==> src/rtl/pic_cmd_pkg.sv <==
package pic_cmd_pkg;
  localparam int unsigned DW    = 8;
  localparam int unsigned LINES = 8;
  localparam int unsigned LW    = $clog2(LINES);

  typedef enum logic [1:0] {
    ST_IDLE = 2'd0,
    ST_BASE = 2'd1,
    ST_CASC = 2'd2,
    ST_MODE = 2'd3
  } init_st_e;

  typedef enum logic [2:0] {
    OP_ROT_CLR    = 3'd0,
    OP_EOI_NS     = 3'd1,
    OP_NOP        = 3'd2,
    OP_EOI_SP     = 3'd3,
    OP_ROT_SET    = 3'd4,
    OP_EOI_NS_ROT = 3'd5,
    OP_SET_PRIO   = 3'd6,
    OP_EOI_SP_ROT = 3'd7
  } ocw2_op_e;

  typedef struct packed {
    logic          hit;
    logic [LW-1:0] line;
  } pick_t;

  // first set bit of mask, searching upward from base with wrap
  function automatic pick_t pick_top(input logic [LINES-1:0] mask,
                                     input logic [LW-1:0] base);
    pick_t         res;
    logic [LW-1:0] idx;
    res = '0;
    for (int k = LINES - 1; k >= 0; k--) begin
      idx = base + LW'(k);
      if (mask[idx]) begin
        res.hit  = 1'b1;
        res.line = idx;
      end
    end
    return res;
  endfunction
endpackage

==> src/rtl/pic_cmd_decode.sv <==
module pic_cmd_decode (
  input  logic       wr_i,
  input  logic       addr_i,
  input  logic [1:0] sel_i,   // wdata[4:3]
  output logic       icw1_we_o,
  output logic       ocw2_we_o,
  output logic       ocw3_we_o,
  output logic       data_we_o
);
  logic lo_we;
  assign lo_we     = wr_i & ~addr_i;
  assign icw1_we_o = lo_we & sel_i[1];
  assign ocw3_we_o = lo_we & ~sel_i[1] & sel_i[0];
  assign ocw2_we_o = lo_we & ~sel_i[1] & ~sel_i[0];
  assign data_we_o = wr_i & addr_i;
endmodule

==> src/rtl/pic_init_seq.sv <==
module pic_init_seq
  import pic_cmd_pkg::*;
#(
  parameter int unsigned W        = DW,
  parameter int unsigned BASE_LSB = LW
) (
  input  logic         clk_i,
  input  logic         rst_ni,
  input  logic         icw1_we_i,
  input  logic         data_we_i,
  input  logic [W-1:0] wdata_i,
  output logic [W-1:0] imr_o,
  output logic [W-1:0] vec_base_o,
  output logic         single_o,
  output logic         sfnm_o,
  output logic         aeoi_o
);
  init_st_e     state_q;
  logic         need4_q, single_q, sfnm_q, aeoi_q;
  logic [W-1:0] imr_q, base_q;

  always_ff @(posedge clk_i or negedge rst_ni) begin
    if (!rst_ni) begin
      state_q  <= ST_IDLE;
      need4_q  <= 1'b0;
      single_q <= 1'b0;
      sfnm_q   <= 1'b0;
      aeoi_q   <= 1'b0;
      imr_q    <= '0;
      base_q   <= '0;
    end else if (icw1_we_i) begin
      state_q  <= ST_BASE;
      single_q <= wdata_i[1];
      need4_q  <= wdata_i[0];
      sfnm_q   <= 1'b0;
      aeoi_q   <= 1'b0;
      imr_q    <= '0;
    end else if (data_we_i) begin
      unique case (state_q)
        ST_IDLE: imr_q <= wdata_i;
        ST_BASE: begin
          base_q  <= {wdata_i[W-1:BASE_LSB], {BASE_LSB{1'b0}}};
          state_q <= single_q ? (need4_q ? ST_MODE : ST_IDLE) : ST_CASC;
        end
        ST_CASC: state_q <= need4_q ? ST_MODE : ST_IDLE;
        ST_MODE: begin
          sfnm_q  <= wdata_i[4];
          aeoi_q  <= wdata_i[1];
          state_q <= ST_IDLE;
        end
        default: state_q <= ST_IDLE;
      endcase
    end
  end

  assign imr_o      = imr_q;
  assign vec_base_o = base_q;
  assign single_o   = single_q;
  assign sfnm_o     = sfnm_q;
  assign aeoi_o     = aeoi_q;

  a_r5_imr_hold: assert property (@(posedge clk_i) disable iff (!rst_ni)
    (!data_we_i && !icw1_we_i) |=> $stable(imr_q));
  a_r2_icw1_restart: assert property (@(posedge clk_i) disable iff (!rst_ni)
    icw1_we_i |=> (imr_q == '0 && state_q == ST_BASE));
  a_r3_casc_exit: assert property (@(posedge clk_i) disable iff (!rst_ni)
    (state_q == ST_CASC && data_we_i && !icw1_we_i) |=>
      (state_q == ST_MODE || state_q == ST_IDLE));
endmodule

==> src/rtl/pic_ocw_exec.sv <==
module pic_ocw_exec
  import pic_cmd_pkg::*;
#(
  parameter int unsigned N  = LINES,
  parameter int unsigned NW = LW
) (
  input  logic          clk_i,
  input  logic          rst_ni,
  input  logic          icw1_we_i,
  input  logic          ocw2_we_i,
  input  logic          ocw3_we_i,
  input  logic          rd_i,
  input  logic [2:0]    op_i,     // wdata[7:5]
  input  logic [2:0]    lo_i,     // wdata[2:0]
  input  logic [N-1:0]  isr_i,
  output logic [NW-1:0] prio_add_o,
  output logic          rot_aeoi_o,
  output logic          smm_o,
  output logic          rd_isr_o,
  output logic          poll_o,
  output logic [N-1:0]  isr_clr_o
);
  logic [NW-1:0] prio_q, prio_d, lo_line;
  logic          rot_q, rot_d, smm_q, rd_isr_q, poll_q;
  logic [N-1:0]  clr_q, clr_d;
  pick_t         top;
  ocw2_op_e      op;

  assign op      = ocw2_op_e'(op_i);
  assign lo_line = NW'(lo_i);
  assign top     = pick_top(isr_i, prio_q);

  always_comb begin
    clr_d  = '0;
    prio_d = prio_q;
    rot_d  = rot_q;
    if (ocw2_we_i) begin
      unique case (op)
        OP_ROT_CLR: rot_d = 1'b0;
        OP_ROT_SET: rot_d = 1'b1;
        OP_EOI_NS: if (top.hit) clr_d[top.line] = 1'b1;
        OP_EOI_NS_ROT: if (top.hit) begin
          clr_d[top.line] = 1'b1;
          prio_d          = NW'(top.line + 1'b1);
        end
        OP_EOI_SP: clr_d[lo_line] = 1'b1;
        OP_EOI_SP_ROT: begin
          clr_d[lo_line] = 1'b1;
          prio_d         = NW'(lo_line + 1'b1);
        end
        OP_SET_PRIO: prio_d = NW'(lo_line + 1'b1);
        default: ;
      endcase
    end
  end

  always_ff @(posedge clk_i or negedge rst_ni) begin
    if (!rst_ni) begin
      prio_q   <= '0;
      rot_q    <= 1'b0;
      smm_q    <= 1'b0;
      rd_isr_q <= 1'b0;
      poll_q   <= 1'b0;
      clr_q    <= '0;
    end else if (icw1_we_i) begin
      prio_q   <= '0;
      rot_q    <= 1'b0;
      smm_q    <= 1'b0;
      rd_isr_q <= 1'b0;
      poll_q   <= 1'b0;
      clr_q    <= '0;
    end else begin
      clr_q  <= clr_d;
      prio_q <= prio_d;
      rot_q  <= rot_d;
      if (ocw3_we_i && op_i[1]) smm_q <= op_i[0];  // bits 6:5
      if (ocw3_we_i && lo_i[1]) rd_isr_q <= lo_i[0];
      if (ocw3_we_i && lo_i[2]) poll_q <= 1'b1;
      else if (rd_i)            poll_q <= 1'b0;
    end
  end

  assign prio_add_o = prio_q;
  assign rot_aeoi_o = rot_q;
  assign smm_o      = smm_q;
  assign rd_isr_o   = rd_isr_q;
  assign poll_o     = poll_q;
  assign isr_clr_o  = clr_q;

  a_r12_clr_onehot: assert property (@(posedge clk_i) disable iff (!rst_ni)
    $onehot0(clr_q));
  a_r12_clr_once: assert property (@(posedge clk_i) disable iff (!rst_ni)
    (clr_q != '0 && !ocw2_we_i) |=> (clr_q == '0));
  a_r9_empty_eoi: assert property (@(posedge clk_i) disable iff (!rst_ni)
    (ocw2_we_i && !icw1_we_i && (op == OP_EOI_NS || op == OP_EOI_NS_ROT) && isr_i == '0)
      |=> (clr_q == '0 && $stable(prio_q)));
  a_r7_poll_drop: assert property (@(posedge clk_i) disable iff (!rst_ni)
    (rd_i && poll_q && !ocw3_we_i) |=> !poll_q);
endmodule

==> src/rtl/pic_readback.sv <==
module pic_readback
  import pic_cmd_pkg::*;
#(
  parameter int unsigned W  = DW,
  parameter int unsigned NW = LW
) (
  input  logic          addr_i,
  input  logic          poll_i,
  input  logic          rd_isr_i,
  input  logic [W-1:0]  irr_i,
  input  logic [W-1:0]  isr_i,
  input  logic [W-1:0]  imr_i,
  input  logic          req_valid_i,
  input  logic [NW-1:0] req_line_i,
  output logic [W-1:0]  rdata_o
);
  localparam int unsigned PAD = W - 1 - NW;
  always_comb begin
    if (poll_i)
      rdata_o = req_valid_i ? {1'b1, {PAD{1'b0}}, req_line_i} : '0;
    else if (addr_i)
      rdata_o = imr_i;
    else
      rdata_o = rd_isr_i ? isr_i : irr_i;
  end
endmodule

==> src/rtl/pic_cmd_if.sv <==
module pic_cmd_if
  import pic_cmd_pkg::*;
(
  input  logic             clk_i,
  input  logic             rst_ni,
  input  logic             wr_i,
  input  logic             rd_i,
  input  logic             addr_i,
  input  logic [DW-1:0]    wdata_i,
  input  logic [LINES-1:0] irr_i,
  input  logic [LINES-1:0] isr_i,
  input  logic             req_valid_i,
  input  logic [LW-1:0]    req_line_i,
  output logic [DW-1:0]    rdata_o,
  output logic [LINES-1:0] imr_o,
  output logic [DW-1:0]    vec_base_o,
  output logic             single_o,
  output logic             sfnm_o,
  output logic             aeoi_o,
  output logic             rot_aeoi_o,
  output logic             smm_o,
  output logic [LW-1:0]    prio_add_o,
  output logic [LINES-1:0] isr_clr_o,
  output logic             init_clr_o
);
  logic icw1_we, ocw2_we, ocw3_we, data_we;
  logic rd_isr, poll;
  logic init_clr_q;

  pic_cmd_decode i_decode (
    .wr_i      (wr_i),
    .addr_i    (addr_i),
    .sel_i     (wdata_i[4:3]),
    .icw1_we_o (icw1_we),
    .ocw2_we_o (ocw2_we),
    .ocw3_we_o (ocw3_we),
    .data_we_o (data_we)
  );

  pic_init_seq i_init (
    .clk_i      (clk_i),
    .rst_ni     (rst_ni),
    .icw1_we_i  (icw1_we),
    .data_we_i  (data_we),
    .wdata_i    (wdata_i),
    .imr_o      (imr_o),
    .vec_base_o (vec_base_o),
    .single_o   (single_o),
    .sfnm_o     (sfnm_o),
    .aeoi_o     (aeoi_o)
  );

  pic_ocw_exec i_exec (
    .clk_i      (clk_i),
    .rst_ni     (rst_ni),
    .icw1_we_i  (icw1_we),
    .ocw2_we_i  (ocw2_we),
    .ocw3_we_i  (ocw3_we),
    .rd_i       (rd_i),
    .op_i       (wdata_i[7:5]),
    .lo_i       (wdata_i[2:0]),
    .isr_i      (isr_i),
    .prio_add_o (prio_add_o),
    .rot_aeoi_o (rot_aeoi_o),
    .smm_o      (smm_o),
    .rd_isr_o   (rd_isr),
    .poll_o     (poll),
    .isr_clr_o  (isr_clr_o)
  );

  pic_readback i_rdback (
    .addr_i      (addr_i),
    .poll_i      (poll),
    .rd_isr_i    (rd_isr),
    .irr_i       (irr_i),
    .isr_i       (isr_i),
    .imr_i       (imr_o),
    .req_valid_i (req_valid_i),
    .req_line_i  (req_line_i),
    .rdata_o     (rdata_o)
  );

  always_ff @(posedge clk_i or negedge rst_ni) begin
    if (!rst_ni) init_clr_q <= 1'b0;
    else         init_clr_q <= icw1_we;
  end
  assign init_clr_o = init_clr_q;

  a_r2_init_pulse: assert property (@(posedge clk_i) disable iff (!rst_ni)
    (init_clr_q && !icw1_we) |=> !init_clr_q);
endmodule

==> config.mk <==
export PLATFORM = sky130hd
export DESIGN_NAME = pic_cmd_if
export DESIGN_NICKNAME = d
export VERILOG_FILES = /design/src/rtl/pic_cmd_pkg.sv /design/src/rtl/pic_cmd_decode.sv /design/src/rtl/pic_init_seq.sv /design/src/rtl/pic_ocw_exec.sv /design/src/rtl/pic_readback.sv /design/src/rtl/pic_cmd_if.sv
export SDC_FILE = /design/constraint.sdc
export NUM_CORES = 1
export LEC_CHECK = 0
export ABC_AREA = 1
export ABC_CLOCK_PERIOD_IN_PS = 3800
export BUFFER_PORTS_ARGS = -buffer_cell sky130_fd_sc_hd__buf_4
export CAP_MARGIN = 0
export CORE_AREA = 2 2 78 80
export DETAILED_ROUTE_END_ITERATION = 16
export DIE_AREA = 0 0 80 82
export HOLD_SLACK_MARGIN = 0.12
export PLACE_DENSITY = 0.82
export SYNTH_ARGS = -nofsm -noshare
export SYNTH_HDL_FRONTEND = slang
export SYNTH_SLANG_ARGS = --single-unit
==> constraint.sdc <==
create_clock -name clk_i -period 3.8 [get_ports clk_i]
set_input_delay 0.38 -clock clk_i [delete_from_list [all_inputs] [get_ports clk_i]]
set_output_delay 0.38 -clock clk_i [all_outputs]
set_load 0.02 [all_outputs]
==> flow_summary_export.csv <==
group,metric,value,unit
yosys,ys_top_cells_by_area,"dfrtp_1 (35%), nand2_1 (16%), nand3_1 (12%)",
timing,slew_headroom,65.42,%
route,wl_met2,3.259,mm
timing,period_needed,3065,ps
route,wl_met3,462,um
yosys,synth-edff-count,0,
setup_path,start_kind,"register",
timing,rsz0062_at_grt,"no",
grt,antenna_found_initial,0,
timing,worst_pin_slew,518.7,ps
yosys,seq_area_frac_synth,34.79,%
route,route.detailed.drc,0,
yosys,ys_top_cells_by_count,"nand2_1 (107), nand3_1 (60), dfrtp_1 (35), inv_1 (35), o21ai_0 (32)",
clock_tree,cts.repair.resized,0,
yosys,ys_seq_elements,35,
setup_path,path_class,"reg2reg",
worst_hold_path,min_path_type,"in2reg",
route,top_layer,"met4",
clock_tree,clk_pin_slew,70,ps
setup_path,required,3980,ps
yosys,ys_warn_count,0,
setup_path,critPathMaxStageDelay,600,ps
yosys,synth.top_cell.area_share,34.79,%
timing,hold_violations,0,
placed_design,port_buffers,70,
grt,grt_max_degree,36,
yosys,yosys.area.top_type,"dfrtp_1",
setup_path,slowest_stage,"dfrtp_1",
placed_design,gp_congestion,0.9223,
yosys,syn_area_per_cell,6.804,um2
pwr,leakage,1.678,nW
placed_design,dp_hpwl,5.525,mm
clock_tree,h-tree-depth,2,
outcome,status,"complete, no violations",
floorplan,die_w,80,um
layout,drive_above_1_share,23.13,%
setup_path,cp-end-kind,"register",
timing,setup-tns-final,0,ps
pwr,power.density,864.8,mW/mm2
grt,grt_pass1_wl,11.52,mm
route,wire_per_inst,13.61,um
route,final_antenna_net_count,0,
yosys,syn_area,0.002517,mm2
route,viasPerCell,5.331,
layout,diodes,0,
timing,finalCritPeriodShare,80.67,%
clock_tree,cts_tree,"yes",
clock_tree,cts_buffer_depth,2,
route,routed_wl,7.022,mm
route,drt_first_pass_iters,5,
setup_path,r2r-start,"i_exec.prio_add_o[0]",
layout,post-route-util,55.49,%
timing,max_freq,326.2,MHz
setup_path,crit_fanout,13,
floorplan,core-area,0.005746,mm2
floorplan,die_area,0.006560,mm2
floorplan,fp-row-count,28,
route,vias,2751,
worst_hold_path,hp-start,"rd_i",
setup_path,cpLargestDelayFamily,"simple AND/OR/NAND/NOR gates",
setup_path,critical_path.startpoint,"i_exec.prio_add_o[0]",
timing,finalSetupViolations,0,
clock_tree,cts_num_sinks,35,
setup_path,worstPathCellList,"inv_2, ha_1, inv_1, nand3_1, nand3_1, nand2_2, nor2_1, nand3_1, nand3_1, nand2_1, nand2_1, nand2_1, nand2_2, nand2_2, o21ai_0, ha_1, nand3_1, nand3_1, nand2_1",
timing,hold_ws,279.2,ps
pwr,peakVddDrop,0.4427,mV
clock_tree,insertion_delay,290,ps
flow_run,drv_cap,0,
setup_path,worst_ep_arrival_time,3240,ps
yosys,synthCells,370,
grt,grt_pass1_vias,2567,
floorplan,start_util,43.82,%
yosys,synth_cell_type_count,32,
setup_path,critPathBufInv,2,
timing,slew_viol_final,0,
yosys,synth_flop_cell,"dfrtp_1",
clock_tree,clockRootBuffer,"clkbuf_8",
pwr,total_power,2.757,mW
clock_tree,cts_buffers,5,
layout,syn2layout_area_growth,26.64,%
floorplan,fp.dieH,82,um
grt,grt_usage,22.52,%
setup_path,cpMostUsedCell,"nand3_1",
timing,skew,5.389,ps
route,wl_met1,3.046,mm
yosys,synth_most_common_cell,"nand2_1",
yosys,async_flop_share,100.0,%
grt,grt.overflow.total,0,
route,initialDrtViolationCount,169,
layout,finalNetCount,480,
floorplan,io_pins,74,
[per-stage QoR]
step / area [um2] / std cells / setup WS, ps
floorplan: 2525 / 372 / 1085
global placement: 3079 / 507 / 900.7
detailed placement: 3079 / 507 / 763.9
CTS: 3188 / 516 / 746.7
global route: 3188 / 516 / 410.8
finish: 3188 / 516 / 734.6
[path summary, 6_finish.rpt]
path                                   endpoint  slack, ps  cells past startpoint
setup / recovery           i_exec.prio_add_o[2]        730                     19
hold / removal                    i_exec.poll_o        280                      2
setup reg to reg           i_exec.prio_add_o[2]        730                     19
hold reg to reg            i_init.vec_base_o[5]        500                      2
max in group asynchronous  i_exec.prio_add_o[1]       2910                      2
min in group asynchronous   i_exec.isr_clr_o[1]        570                      2
[kinds of logic (layout without fill, tap and decap cells)]
family | Yosys count | in the layout | share of synthesized area, %
compound gates | 63 | 63 | 13.97
xor+xnor | 4 | 4 | 1.392
fa+ha+maj | 7 | 7 | 3.479
buf+inv | 55 | 124 | 9.294
flops | 35 | 35 | 34.79
other cells | 1 | 3 | 0.1490
simple gates | 205 | 205 | 36.93
[registers in the layout (all words and copies together) (netlist names)]
signal	count
i_exec.isr_clr_o	8
i_init.imr_o	8
i_init.vec_base_o	5
i_exec.prio_add_o	3
i_init.state_q	2
i_exec.poll_o	1
i_exec.rd_isr_o	1
i_exec.rot_aeoi_o	1
i_exec.smm_o	1
i_init.aeoi_o	1
i_init.need4_q	1
i_init.sfnm_o	1
i_init.single_o	1
init_clr_o	1
[worst register-to-register path: cells and delay by family, from the launching register on]
family,cells,cell delay [ps]
AO/OA/AOI/OAI,1,170
adder cells (fa/ha/maj),2,630
buffers and inverters,2,350
flip-flops,1,600
AND/OR/NAND/NOR,14,1210
[area by class of cell]
class	count	area, um2
clock buffer	6	82.58
tap	75	93.84
multi-input combinational	282	1415
clock inverter	2	16.27
fill	559	2557
inverter	45	168.9
sequential	35	875.8
timing repair buffer	71	535.5
[cells in the final DEF (no fill, tap or decap), types with 2 or more instances in the layout]
cell	instances
buf_4	70
nand3_2	3
nand4_1	6
dfrtp_1	35
clkbuf_8	6
nor3_1	2
nand2_2	6
conb_1	3
o21ai_0	32
nand2_1	107
o211ai_1	5
xnor2_1	2
nand3_1	60
a21oi_1	19
xor2_1	2
inv_2	7
inv_1	35
clkinv_1	3
nand2_4	3
ha_1	7
nor2_1	14
nor2_2	3
[power breakdown]
part           internal (mW)  switching [mW]
clock                  0.148           0.136
combinational          0.661            1.21
sequential             0.474           0.130
[layer usage]
metal | vias to the layer above | global-route usage [%]
met5 | - | 0
met4 | 0 | 11.53
li1 | 1353 | -
met3 | 22 | 3.736
met1 | 1250 | 28.65
met2 | 126 | 37.00
[what timing repair did]
action	in CTS	in global routing
endpoints found under the hold margin	35	0
hold buffers	1	0
buffers inserted	0	0
No activity file was read; power rests on OpenSTA's default activity.
